**config.mk**
```make
export PLATFORM = sky130hd
export DESIGN_NAME = nand_busy_poller
export DESIGN_NICKNAME = d
export VERILOG_FILES = /design/src/rtl/nbp_pkg.sv /design/src/rtl/nbp_us_tick.sv /design/src/rtl/nbp_delay_sel.sv /design/src/rtl/nbp_delay_cnt.sv /design/src/rtl/nbp_status_decode.sv /design/src/rtl/nand_busy_poller.sv
export SDC_FILE = /design/constraint.sdc
export NUM_CORES = 1
export LEC_CHECK = 0
export ABC_AREA = 1
export BUFFER_PORTS_ARGS = -buffer_cell sky130_fd_sc_hd__buf_2
export CAP_MARGIN = 20
export CELL_PAD_IN_SITES_DETAIL_PLACEMENT = 1
export CELL_PAD_IN_SITES_GLOBAL_PLACEMENT = 2
export CORE_MARGIN = 2
export CORE_UTILIZATION = 30
export DETAILED_ROUTE_END_ITERATION = 10
export PLACE_DENSITY_LB_ADDON = 0.2
export SLEW_MARGIN = 20
export SYNTH_ARGS = -nofsm -noshare
export SYNTH_HDL_FRONTEND = slang
export SYNTH_SLANG_ARGS = --single-unit
```
**constraint.sdc**
```tcl
create_clock -name clk -period 1.89 [get_ports clk]
set_input_delay 0.378 -clock clk [delete_from_list [all_inputs] [get_ports clk]]
set_output_delay 0.378 -clock clk [all_outputs]
set_load 0.02 [all_outputs]
```
**src/rtl/nbp_pkg.sv**
```systemverilog
package nbp_pkg;
  typedef enum logic [1:0] {
    OP_READ  = 2'd0,
    OP_PROG  = 2'd1,
    OP_ERASE = 2'd2,
    OP_RESET = 2'd3
  } op_e;

  typedef enum logic [1:0] {
    ST_IDLE  = 2'd0,
    ST_WAIT  = 2'd1,
    ST_ISSUE = 2'd2
  } st_e;

  localparam logic [7:0] GET_FEATURE_OPC = 8'h0F;
  localparam logic [7:0] STATUS_REG_ADDR = 8'hC0;

  localparam int BUSY_POS  = 0;
  localparam int EFAIL_POS = 2;
  localparam int PFAIL_POS = 3;
  localparam int ECC_LO    = 4;
endpackage

```
**src/rtl/nbp_us_tick.sv**
```systemverilog
module nbp_us_tick #(
  parameter int CYC_PER_US = 100
) (
  input  logic clk,
  input  logic rst_n,
  input  logic clr_i,
  input  logic run_i,
  output logic tick_o
);
  localparam int W = (CYC_PER_US > 1) ? $clog2(CYC_PER_US) : 1;
  localparam logic [W-1:0] LAST = W'(CYC_PER_US - 1);

  logic [W-1:0] cnt_q, cnt_d;

  assign tick_o = run_i && (cnt_q == LAST);

  always_comb begin
    cnt_d = cnt_q;
    if (clr_i)       cnt_d = '0;
    else if (tick_o) cnt_d = '0;
    else if (run_i)  cnt_d = cnt_q + 1'b1;
  end

  always_ff @(posedge clk or negedge rst_n) begin
    if (!rst_n) cnt_q <= '0;
    else        cnt_q <= cnt_d;
  end
endmodule

```
**src/rtl/nbp_delay_sel.sv**
```systemverilog
module nbp_delay_sel
  import nbp_pkg::*;
#(
  parameter int DW            = 9,
  parameter int RD_INIT_US    = 6,
  parameter int RD_POLL_US    = 5,
  parameter int PG_INIT_US    = 75,
  parameter int PG_POLL_US    = 15,
  parameter int ER_INIT_US    = 250,
  parameter int ER_POLL_US    = 50,
  parameter int RST_INIT_US   = 5,
  parameter int RST_POLL_US   = 5
) (
  input  op_e           op_i,
  output logic [DW-1:0] init_o,
  output logic [DW-1:0] poll_o
);
  always_comb begin
    unique case (op_i)
      OP_READ:  begin init_o = DW'(RD_INIT_US);  poll_o = DW'(RD_POLL_US);  end
      OP_PROG:  begin init_o = DW'(PG_INIT_US);  poll_o = DW'(PG_POLL_US);  end
      OP_ERASE: begin init_o = DW'(ER_INIT_US);  poll_o = DW'(ER_POLL_US);  end
      default:  begin init_o = DW'(RST_INIT_US); poll_o = DW'(RST_POLL_US); end
    endcase
  end
endmodule

```
**src/rtl/nbp_delay_cnt.sv**
```systemverilog
module nbp_delay_cnt #(
  parameter int DW = 9
) (
  input  logic          clk,
  input  logic          rst_n,
  input  logic          load_i,
  input  logic [DW-1:0] load_val_i,
  input  logic          tick_i,
  output logic          expire_o
);
  logic [DW-1:0] cnt_q, cnt_d;

  assign expire_o = tick_i && (cnt_q == DW'(1));

  always_comb begin
    cnt_d = cnt_q;
    if (load_i)                    cnt_d = load_val_i;
    else if (tick_i && cnt_q != '0) cnt_d = cnt_q - 1'b1;
  end

  always_ff @(posedge clk or negedge rst_n) begin
    if (!rst_n) cnt_q <= '0;
    else        cnt_q <= cnt_d;
  end
endmodule

```
**src/rtl/nbp_status_decode.sv**
```systemverilog
module nbp_status_decode
  import nbp_pkg::*;
(
  input  logic [7:0] status_i,
  input  logic       timeout_i,
  output logic       prog_fail_o,
  output logic       erase_fail_o,
  output logic [1:0] ecc_o
);
  assign prog_fail_o  = status_i[PFAIL_POS] & ~timeout_i;
  assign erase_fail_o = status_i[EFAIL_POS] & ~timeout_i;
  assign ecc_o        = timeout_i ? 2'b00 : status_i[ECC_LO +: 2];
endmodule

```
**src/rtl/nand_busy_poller.sv**
```systemverilog
module nand_busy_poller
  import nbp_pkg::*;
#(
  parameter int CYC_PER_US  = 100,
  parameter int TIMEOUT_US  = 400000,
  parameter int RD_INIT_US  = 6,
  parameter int RD_POLL_US  = 5,
  parameter int PG_INIT_US  = 75,
  parameter int PG_POLL_US  = 15,
  parameter int ER_INIT_US  = 250,
  parameter int ER_POLL_US  = 50,
  parameter int RST_INIT_US = 5,
  parameter int RST_POLL_US = 5
) (
  input  logic       clk,
  input  logic       rst_n,
  input  logic       start_i,
  input  logic [1:0] op_i,
  output logic       busy_o,
  output logic       xfer_req_o,
  output logic [7:0] xfer_opcode_o,
  output logic [7:0] xfer_addr_o,
  input  logic       xfer_rvalid_i,
  input  logic [7:0] xfer_rdata_i,
  output logic       done_o,
  output logic [7:0] status_o,
  output logic       prog_fail_o,
  output logic       erase_fail_o,
  output logic [1:0] ecc_o,
  output logic       timeout_o
);
  localparam int MAX_A   = (RD_INIT_US > PG_INIT_US) ? RD_INIT_US : PG_INIT_US;
  localparam int MAX_B   = (ER_INIT_US > RST_INIT_US) ? ER_INIT_US : RST_INIT_US;
  localparam int MAX_C   = (RD_POLL_US > PG_POLL_US) ? RD_POLL_US : PG_POLL_US;
  localparam int MAX_D   = (ER_POLL_US > RST_POLL_US) ? ER_POLL_US : RST_POLL_US;
  localparam int MAX_AB  = (MAX_A > MAX_B) ? MAX_A : MAX_B;
  localparam int MAX_CD  = (MAX_C > MAX_D) ? MAX_C : MAX_D;
  localparam int MAX_DLY = (MAX_AB > MAX_CD) ? MAX_AB : MAX_CD;
  localparam int DW      = $clog2(MAX_DLY + 1);
  localparam int TO_CYC  = TIMEOUT_US * CYC_PER_US;
  localparam int TW      = $clog2(TO_CYC + 1);
  localparam logic [TW-1:0] TO_LAST = TW'(TO_CYC - 1);

  st_e           st_q, st_d;
  op_e           op_q;
  op_e           sel_op;
  logic          accept;
  logic          load_dly;
  logic [DW-1:0] dly_val, init_us, poll_us;
  logic          tick, expire;
  logic [TW-1:0] cyc_q;
  logic          late;
  logic          fin;
  logic          rsp_busy;
  logic [7:0]    status_q;
  logic          to_q, done_q;

  assign accept   = (st_q == ST_IDLE) && start_i;
  assign sel_op   = (st_q == ST_IDLE) ? op_e'(op_i) : op_q;
  assign rsp_busy = xfer_rdata_i[BUSY_POS];
  assign late     = (cyc_q >= TO_LAST);

  nbp_delay_sel #(
    .DW(DW),
    .RD_INIT_US(RD_INIT_US),   .RD_POLL_US(RD_POLL_US),
    .PG_INIT_US(PG_INIT_US),   .PG_POLL_US(PG_POLL_US),
    .ER_INIT_US(ER_INIT_US),   .ER_POLL_US(ER_POLL_US),
    .RST_INIT_US(RST_INIT_US), .RST_POLL_US(RST_POLL_US)
  ) u_sel (
    .op_i  (sel_op),
    .init_o(init_us),
    .poll_o(poll_us)
  );

  nbp_us_tick #(.CYC_PER_US(CYC_PER_US)) u_tick (
    .clk   (clk),
    .rst_n (rst_n),
    .clr_i (load_dly),
    .run_i (st_q == ST_WAIT),
    .tick_o(tick)
  );

  nbp_delay_cnt #(.DW(DW)) u_dly (
    .clk       (clk),
    .rst_n     (rst_n),
    .load_i    (load_dly),
    .load_val_i(dly_val),
    .tick_i    (tick),
    .expire_o  (expire)
  );

  always_comb begin
    st_d     = st_q;
    load_dly = 1'b0;
    dly_val  = init_us;
    fin      = 1'b0;
    unique case (st_q)
      ST_IDLE: begin
        if (start_i) begin
          st_d     = ST_WAIT;
          load_dly = 1'b1;
          dly_val  = init_us;
        end
      end
      ST_WAIT: begin
        if (expire) st_d = ST_ISSUE;
      end
      ST_ISSUE: begin
        if (xfer_rvalid_i) begin
          if (rsp_busy && !late) begin
            st_d     = ST_WAIT;
            load_dly = 1'b1;
            dly_val  = poll_us;
          end else begin
            st_d = ST_IDLE;
            fin  = 1'b1;
          end
        end
      end
      default: st_d = ST_IDLE;
    endcase
  end

  always_ff @(posedge clk or negedge rst_n) begin
    if (!rst_n) begin
      st_q <= ST_IDLE;
      op_q <= OP_READ;
    end else begin
      st_q <= st_d;
      if (accept) op_q <= op_e'(op_i);
    end
  end

  // elapsed-cycle budget, restarted by an accepted start, saturating
  always_ff @(posedge clk or negedge rst_n) begin
    if (!rst_n)                          cyc_q <= '0;
    else if (accept)                     cyc_q <= '0;
    else if (st_q != ST_IDLE && !late)   cyc_q <= cyc_q + 1'b1;
  end

  always_ff @(posedge clk or negedge rst_n) begin
    if (!rst_n) begin
      status_q <= '0;
      to_q     <= 1'b0;
      done_q   <= 1'b0;
    end else begin
      done_q <= fin;
      if (fin) begin
        status_q <= xfer_rdata_i;
        to_q     <= rsp_busy;
      end
    end
  end

  nbp_status_decode u_dec (
    .status_i    (status_q),
    .timeout_i   (to_q),
    .prog_fail_o (prog_fail_o),
    .erase_fail_o(erase_fail_o),
    .ecc_o       (ecc_o)
  );

  assign busy_o        = (st_q != ST_IDLE);
  assign xfer_req_o    = (st_q == ST_ISSUE);
  assign xfer_opcode_o = GET_FEATURE_OPC;
  assign xfer_addr_o   = STATUS_REG_ADDR;
  assign done_o        = done_q;
  assign status_o      = status_q;
  assign timeout_o     = to_q;
endmodule

```
## Word-level counts from Yosys, hierarchy flattened

Index checks and enable logic that the tools add are counted.

- Register bits: 55
- Output and inout port bits: 32

- Add/sub/neg operators: 3
- $lt $le $gt $ge: 1
- Equality and inequality tests: 9
- Multiplexer cells: 26
- Bitwise logic cells: 3
- Reduce and logical (&&, ||, !) cells: 15

Operators by type and width:

| cell | number |
|---|---|
| $mux 26 | 2 |
| $mux 8 | 5 |
| $add 26x1->26 const B | 1 |
| $ge 26x26->1 const B | 1 |
| $pmux 8 s3 | 1 |
| $mux 7 | 3 |
| $pmux 6 s2 | 1 |
| $mux 2 | 5 |
| $eq 8x1->1 const B | 1 |
| $reduce_bool 8->1 | 1 |
| $sub 8x1->8 const B | 1 |
| $add 7x1->7 const B | 1 |
| $eq 7x7->1 const B | 1 |
| $mux 1 | 7 |
| $logic_and 1x1->1 | 6 |
| $pmux 2 s3 | 1 |
| $reduce_bool 2->1 | 3 |
| $eq 2x1->1 const B | 2 |
| $eq 2x2->1 const B | 2 |
| $logic_not 2->1 | 2 |
| $ne 2x2->1 const B | 2 |
| $reduce_and 3->1 | 1 |
| $reduce_bool 3->1 | 1 |
| $and 1x1->1 | 2 |
| 4 further kinds | 4 |

## Logic depth before layout (Yosys ltp)

Gate-level depths: netlist (run 1).

- Depth in word-level cells: 8
- Mapped depth: 14

## By module

Synthesis (run 1) repeated with hierarchy kept, for this count alone.

- Cell total of the unflattened synthesis: 619
- Area total of the unflattened synthesis: 4305.4 um2

Modules (own cells, without submodules):

| module | instances | cells an instance | area each (um2) |
|---|---|---|---|
| nand_busy_poller | 1 | 439 | 3060.4 |
| nbp_delay_cnt | 1 | 87 | 606.8 |
| nbp_us_tick | 1 | 62 | 444.2 |
| nbp_delay_sel | 1 | 23 | 163.9 |
| nbp_status_decode | 1 | 8 | 30.0 |

## Worst setup path after synthesis (run 1)

OpenSTA, ideal clock, no wires.

- Path type: register to register
- Start point: register st_q[0]
- End point: register u_dly.cnt_q[3]
- Setup time: 0.068 ns
- Arrival time: 2.075 ns
- Data required time: 1.822 ns
- Path slack: -0.254 ns
- Stages on the path, launching flop included: 8
- Buffers on the path: 0
- Period minus slack after synthesis: 2.144 ns
- Cell sequence: dfrtp_1 -> nor2_1 -> clkinv_1 -> o21ai_0 -> ha_1 -> or2_2 -> o21a_1 -> nand3_1

- Longest elaborated chain between the ends: 8

RTL lines:

| element | line | RTL |
|---|---|---|
| from (decl) | nand_busy_poller.sv:44 | `st_e st_q, st_d;` |
| from (signal assigned) | nand_busy_poller.sv:129 | `st_q <= st_d;` |
| $logic_not 2->1 | nand_busy_poller.sv:59, nand_busy_poller.sv:97 |  |
| $mux 2 | nand_busy_poller.sv:59 | `assign sel_op = (st_q == ST_IDLE) ? op_e'(op_i) : op_q;` |
| $eq 2x2->1, or another cell as far along | nbp_delay_sel.sv:19 | `unique case (op_i)` |
| $pmux 8 s3 / $pmux 6 s2 (equally long branches) | nbp_delay_sel.sv:19 |  |
| $mux 8 | nand_busy_poller.sv:110 | `if (rsp_busy && !late) begin` |
| $mux 8 | nand_busy_poller.sv:109 | `if (xfer_rvalid_i) begin` |
| $mux 8 | - |  |
| $mux 8 | nbp_delay_cnt.sv:17 | `if (load_i) cnt_d = load_val_i;` |
| to (signal assigned) | nbp_delay_cnt.sv:23 | `else cnt_q <= cnt_d;` |
| to (decl) | nbp_delay_cnt.sv:11 | `logic [DW-1:0] cnt_q, cnt_d;` |

Several ways; a longest one is shown, not always the timed one.
A chain may end at the register's enable or synchronous reset.

## Worst setup path after layout (run 1)

Same ends and word-level chain as after synthesis.

==> flow_metrics.env, run 1 <==
export IMPL_outcome="finished, final reports clean"
export IMPL_p_per_area_nw_per_um2=960.2
export IMPL_area_growth_pct=21.67
export IMPL_path_clk_slew_ns=0.08
export IMPL_first_pass_iters=4
export IMPL_period_share_pct=93.56
export IMPL_ys_types=42
export IMPL_startpoint_type="flop"
export IMPL_synthesis_area_um2=3603
export IMPL_ys_warn_count=0
export IMPL_overflow=0
export IMPL_detail_route_wl_per_cell_um=15.04
export IMPL_die_area_um2=12900
export IMPL_num_antenna_cells=0
export IMPL_arrival_ns=2.02
export IMPL_crit_path_end="u_dly.cnt_q[3]"
export IMPL_drc=0
export IMPL_path_buf_inv=1
export IMPL_nFillCells=1487
export IMPL_worstHoldPathType="primary input to async pin"
export IMPL_multi_input_area_um2=1961
export IMPL_gp_congestion=0.8067
export IMPL_clockBufferDepth=2
export IMPL_slowest_stage="dfrtp_1"
export IMPL_critPathTopFamily="simple AND/OR/NAND/NOR gates"
export IMPL_rsz0062_at_grt="true"
export IMPL_fp_dieW_um=113.6
export IMPL_totalWireLength_um=10440
export IMPL_final_hold_violation_count=0
export IMPL_dp_hpwl_um=8039
export IMPL_synth_top_area_cell="dfrtp_1"
export IMPL_instances_no_fill=694
export IMPL_nNetsFinal=569
export IMPL_dp_cells=681
export IMPL_holdWs_ns=0.04252
export IMPL_endpoint_kind="flop"
export IMPL_drt_iter0_drc=136
export IMPL_cp_startpoint="st_q[0]"
export IMPL_clk_latency_ns=0.31
export IMPL_path_cells="nor2_2 > clkinv_2 > o21ai_1 > ha_1 > or2_2 > o21a_1 > nand3_1"
export IMPL_cp_required_ns=2.14
export IMPL_grt_pass1_wl_um=17540
export IMPL_antenna_found_initial=0
export IMPL_vdd_drop_max_uv=396.0
export IMPL_rr_startpoint="st_q[0]"
export IMPL_cts_buffers=5
export IMPL_rows=40
export IMPL_via_per_inst=4.794
export IMPL_cp_max_fo=6
export IMPL_seq_area_um2=1353
export IMPL_cts_sinks=54
export IMPL_cp_depth=7
export IMPL_r2r_end="u_dly.cnt_q[3]"
export IMPL_io_pins=46
export IMPL_core_area_um2=11860
export IMPL_cts_tree="done"
export IMPL_grt_pass1_vias=3425
export IMPL_cap_violations=0
export IMPL_htreeDepth=2
export IMPL_synthTopCellsByArea="dfrtp_1 38%, nand2_1 14%, inv_1 4.7%, nor2_1 4.7%, nand3_1 3.8%"
export IMPL_layout_setup_ws_ns=0.1217
export IMPL_start_util_pct=30.38
export IMPL_root_buffer="clkbuf_16"
export IMPL_synth_top_area_share_pct=37.50
export IMPL_p_leak_nw=2.069
export IMPL_critPathKind="flop to flop"
export IMPL_r2r_cells=7
export IMPL_ff2ff_setup_slack_ns=0.12
export IMPL_place_ws_ns=-0.004369
export IMPL_syn_avg_cell_area_um2=7.523
export IMPL_finClkSkew_ns=0.009981
export IMPL_grt_usage_pct=17.41
export IMPL_grt_start_max_net_pins=55
export IMPL_vias=3327
export IMPL_post_route_util_pct=36.96
export IMPL_fp_dieH_um=113.6
export IMPL_fin_crit_ns=1.768
export IMPL_layout_drive_gt1_share_pct=24.50
export IMPL_timing_fmax_mhz=565.5
export IMPL_ys_ff_latch=54
export IMPL_critical_path_max_stage_delay_ns=0.42
export IMPL_slew_viol_final=0
export IMPL_drtAntennaViolNets=0
export IMPL_netlist_instances=479
export IMPL_setup_viol=0
export IMPL_portBuffers=29
export IMPL_synth_seq_area_share_pct=37.50
==> how the worst min path moves through the flow <==
stage	start	end	slack, ns
4_1_cts	rst_n	cyc_q[20]	0.07
6_report	rst_n	cyc_q[20]	0.04
3_5_place_dp	rst_n	cyc_q[20]	0.41
5_1_grt	rst_n	cyc_q[20]	0.09
2_1_floorplan	rst_n	cyc_q[0]	0.08
3_3_place_gp	rst_n	cyc_q[23]	0.41
==> synth_stat cells (all sizes together) <==
library cell,instances
nor3b,2
o21ai,33
a21oi,11
nand3,28
and2,1
nand4,14
ha,9
nand3b,2
a31oi,1
o31ai,12
dfrtp,54
o41ai,1
xnor2,8
o22ai,1
nor4,2
nor2,51
clkinv,2
xor2,12
nor3,14
conb,2
or2,2
nand2,138
buf,28
clkbuf,1
inv,49
o21a,1
==> worst reg2reg max path, delay by kind of cell (launching register included) <==
kind / cells / cell delay [ns]
AO/OA/AOI/OAI: 2 / 0.31
buffers and inverters: 1 / 0.14
flip-flops: 1 / 0.42
AND/OR/NAND/NOR: 3 / 0.54
adder cells (fa/ha/maj): 1 / 0.29
==> sequential cells by signal, summed over array words and instances (netlist names) <==
| register | flops |
|---|---|
| cyc_q | 26 |
| done_o | 1 |
| status_o | 8 |
| op_q | 2 |
| u_dly.cnt_q | 8 |
| u_tick.cnt_q | 7 |
| st_q | 2 |
==> final cells by class <==
cell class / instances / share of cell area, %
Clock inverter: 3 / 0.9989
Tap cell: 147 / 4.195
Timing Repair Buffer: 75 / 11.76
Multi-Input combinational cell: 359 / 44.72
Inverter: 51 / 4.623
Sequential cell: 54 / 30.85
Clock buffer: 5 / 2.854
==> metrics by stage <==
| step | cell area [um2] | total power (W) | TNS, ns |
|---|---|---|---|
| 2_1_floorplan | 3657 | 0.002611 | 0 |
| 3_3_place_gp | 4093 | 0.003006 | -0.005470 |
| 3_5_place_dp | 4093 | 0.003043 | -0.004369 |
| 4_1_cts | 4262 | 0.004195 | 0 |
| 5_1_grt | 4384 | 0.004552 | -0.1127 |
| 6_report | 4384 | 0.004210 | 0 |
==> routing by layer <==
layer	up-vias	wire length, um	GRT usage, %
met2	34	4695	27.19
met3	9	286	4.091
li1	1656	-	-
met4	0	102	4.146
met1	1628	5354	24.53
met5	-	0	0
==> layout by cell type, fill, tap and decap left out, types with 3 or more instances in the layout <==
cell type and n:
inv_2 4, a21oi_1 10, inv_1 43, o31ai_1 6
nor3_1 14, ha_1 8, nor2_1 43, nor2_2 3
nand2_2 10, xnor2_1 8, conb_1 16, o21ai_1 11
xor2_1 12, buf_2 29, o21ai_2 6, nand3_1 25
nand4_1 13, o31ai_2 6, nand3_2 3, nor2_4 5
buf_4 44, clkbuf_16 5, nand2_1 126, dfrtp_1 53
o21ai_0 16
==> where the power goes <==
part / total [W] / leakage [nW] / switching (W) / internal [W]
sequential: 0.00167 / 0.693 / 0.000245 / 0.00143
combinational: 0.00143 / 1.29 / 0.000844 / 0.000583
clock: 0.00111 / 0.0842 / 0.000481 / 0.000630
total: 0.00421 / 2.07 / 0.00157 / 0.00264
==> logic make-up after synthesis <==
logic type	count (synthesis)	synth area share, %
DFF	54	37.50
buffers and inverters	80	11.74
and+or+nand+nor	254	32.50
other	2	0.2084
xor gates and xnor gates	20	4.861
AOI/OAI and AO/OA	60	10.07
adders and majority gates	9	3.125
==> timing repair <==
| action | in CTS | in global routing |
|---|---|---|
| hold buffers | 0 | 0 |
| endpoints found under the setup margin | 13 | 44 |
| pin swaps | 0 | 3 |
| buffers inserted | 0 | 5 |
| resized for setup | 1 | 25 |
(Power assumes the default switching activity.)
==> inputs of run 2 (changes only) <==
--- a/config.mk
+++ b/config.mk
@@ -6,7 +6,7 @@
 export NUM_CORES = 1
 export LEC_CHECK = 0
 export ABC_AREA = 1
-export BUFFER_PORTS_ARGS = -buffer_cell sky130_fd_sc_hd__buf_2
+export BUFFER_PORTS_ARGS = -buffer_cell sky130_fd_sc_hd__clkbuf_2
 export CAP_MARGIN = 20
 export CELL_PAD_IN_SITES_DETAIL_PLACEMENT = 1
 export CELL_PAD_IN_SITES_GLOBAL_PLACEMENT = 2
==> run 2 against run 1 <==
Against the previous run: first-iteration DRC count fell by 8.1%; fmax fell by 0.49%; clock skew fell by 0.0039 ns; final area rose by 0.80%; largest power group unchanged; combinational power barely moved; wire length rose by 2.3%; cell count rose by 0.14%; register-to-register slack barely moved; flip-flop and latch count did not move; clock power barely moved; highest routed layer unchanged; critical endpoint is now cyc_q[12]; via count fell by 0.90%.
==> flow_metrics.env, run 2 (same netlist as run 1, synthesis figures left out) <==
export IMPL_endpoint_kind="flop"
export IMPL_dp_cells=680
export IMPL_rsz0062_at_grt="true"
export IMPL_grt_pass1_vias=3345
export IMPL_largest_reg_flops=26
export IMPL_vias=3297
export IMPL_overflow=0
export IMPL_arrival_ns=1.99
export IMPL_drt_iter0_drc=125
export IMPL_timing_fmax_mhz=562.8
export IMPL_antenna_found_initial=0
export IMPL_critPathKind="flop to flop"
export IMPL_slew_viol_final=0
export IMPL_grt_start_max_net_pins=32
export IMPL_rows=40
export IMPL_cp_max_fo=9
export IMPL_io_pins=46
export IMPL_vdd_drop_max_uv=402.5
export IMPL_finClkSkew_ns=0.006089
export IMPL_p_leak_nw=2.079
export IMPL_area_growth_pct=22.64
export IMPL_outcome="finished, final reports clean"
export IMPL_final_hold_violation_count=0
export IMPL_cts_tree="done"
export IMPL_instances_no_fill=695
export IMPL_clockBufferDepth=2
export IMPL_clk_latency_ns=0.31
export IMPL_nFillCells=1473
export IMPL_detail_route_wl_per_cell_um=15.36
export IMPL_num_antenna_cells=0
export IMPL_totalWireLength_um=10680
export IMPL_regMostFlops="cyc_q"
export IMPL_fin_crit_ns=1.777
export IMPL_grt_pass1_wl_um=17660
export IMPL_holdWs_ns=0.2696
export IMPL_fp_dieH_um=113.6
export IMPL_start_util_pct=30.38
export IMPL_setup_viol=0
export IMPL_drtAntennaViolNets=0
export IMPL_grt_usage_pct=17.53
export IMPL_cap_violations=0
export IMPL_cts_sinks=54
export IMPL_period_share_pct=94.02
export IMPL_htreeDepth=2
export IMPL_core_area_um2=11860
export IMPL_drc=0
export IMPL_cp_required_ns=2.10
export IMPL_p_per_area_nw_per_um2=959.1
export IMPL_gp_congestion=0.8174
export IMPL_startpoint_type="flop"
export IMPL_post_route_util_pct=37.26
export IMPL_layout_drive_gt1_share_pct=24.82
export IMPL_portBuffers=29
export IMPL_nNetsFinal=570
export IMPL_fp_dieW_um=113.6
export IMPL_dp_hpwl_um=8321
export IMPL_worstHoldPathType="primary input to flop"
export IMPL_via_per_inst=4.744
export IMPL_root_buffer="clkbuf_16"
export IMPL_path_clk_slew_ns=0.08
export IMPL_cts_buffers=5
export IMPL_first_pass_iters=4
export IMPL_final_cell_mix="127 x nand2_1, 52 x dfrtp_1, 42 x inv_1, 42 x nor2_1, 42 x buf_4"
export IMPL_final_common_cell="nand2_1"
export IMPL_die_area_um2=12900
## run 2: changes by cell type in the layout (fill, tap and decap cells not counted), sizes merged
| cell | before | now |
|---|---|---|
| buf | 75 | 45 |
| dlygate4sd3 | 0 | 1 |
| clkbuf | 5 | 34 |
| nand2 | 138 | 139 |
## run 2: through the flow
step           instance area [um2]  setup slack, ns  TNS [ns]  power [W]
2_1_floorplan                 3657          0.03921         0   0.002611
3_3_place_gp                  4085         -0.02548  -0.04977   0.003011
3_5_place_dp                  4085         0.001107         0   0.003045
4_1_cts                       4284         0.005163         0   0.004193
5_1_grt                       4419          -0.1070   -0.1234   0.004561
6_report                      4419           0.1130         0   0.004238
## run 2: per-layer routing
layer  part of all wire (%)  vias to the layer above  GRT usage, %
met5                      0                        -             0
met4                   0.83                        0         3.415
met3                    2.3                        6         3.348
met2                     46                       30         27.70
met1                     51                     1609         25.23
li1                       -                     1652             -
## run 2: what timing repair did
| action | CTS | global route |
|---|---|---|
| buffers inserted | 1 | 4 |
| pin swaps | 1 | 7 |
| gates resized for setup | 2 | 30 |
| hold endpoints to repair | 10 | 0 |
| cloned | 0 | 1 |
| setup endpoints to repair | 4 | 47 |
| hold buffers | 1 | 0 |
## run 2: critical path, cell delays in order (launching register included)
cell and delay, ns:
dfrtp_1 0.43, inv_1 0.10, o21ai_1 0.09, nand2_1 0.07
nand2_1 0.08, nand2_2 0.11, nand2_2 0.07, nor2_4 0.19
nand2_8 0.11, buf_4 0.20, o31ai_2 0.21
## run 2: area by class of cell
cell class / instances / area [um2] / area share (%)
multi-input cells: 360 / 1984 / 44.90
repair buffers: 75 / 521.8 / 11.81
well taps: 147 / 183.9 / 4.162
flip-flops and latches: 54 / 1354 / 30.63
inverters: 51 / 202.7 / 4.587
clock buffers: 5 / 125.1 / 2.831
clock inverters: 3 / 47.55 / 1.076
## run 2: report_power, final
part,switching [W],leakage [nW],internal (W)
clock,0.000489,0.0844,0.000634
combinational,0.000843,1.30,0.000578
sequential,0.000268,0.692,0.00143
## run 2: final timing paths
kind	from	endpoint	slack (ns)	cells after the start
max in group asynchronous	rst_n	op_q[1]	0.82	3
hold reg to reg	status_o[7]	status_o[7]	0.49	2
setup / recovery	cyc_q[12]	cyc_q[12]	0.11	10
setup reg to reg	cyc_q[12]	cyc_q[12]	0.11	10
min in group asynchronous	rst_n	cyc_q[23]	0.52	2
hold / removal	xfer_rdata_i[7]	status_o[7]	0.27	3
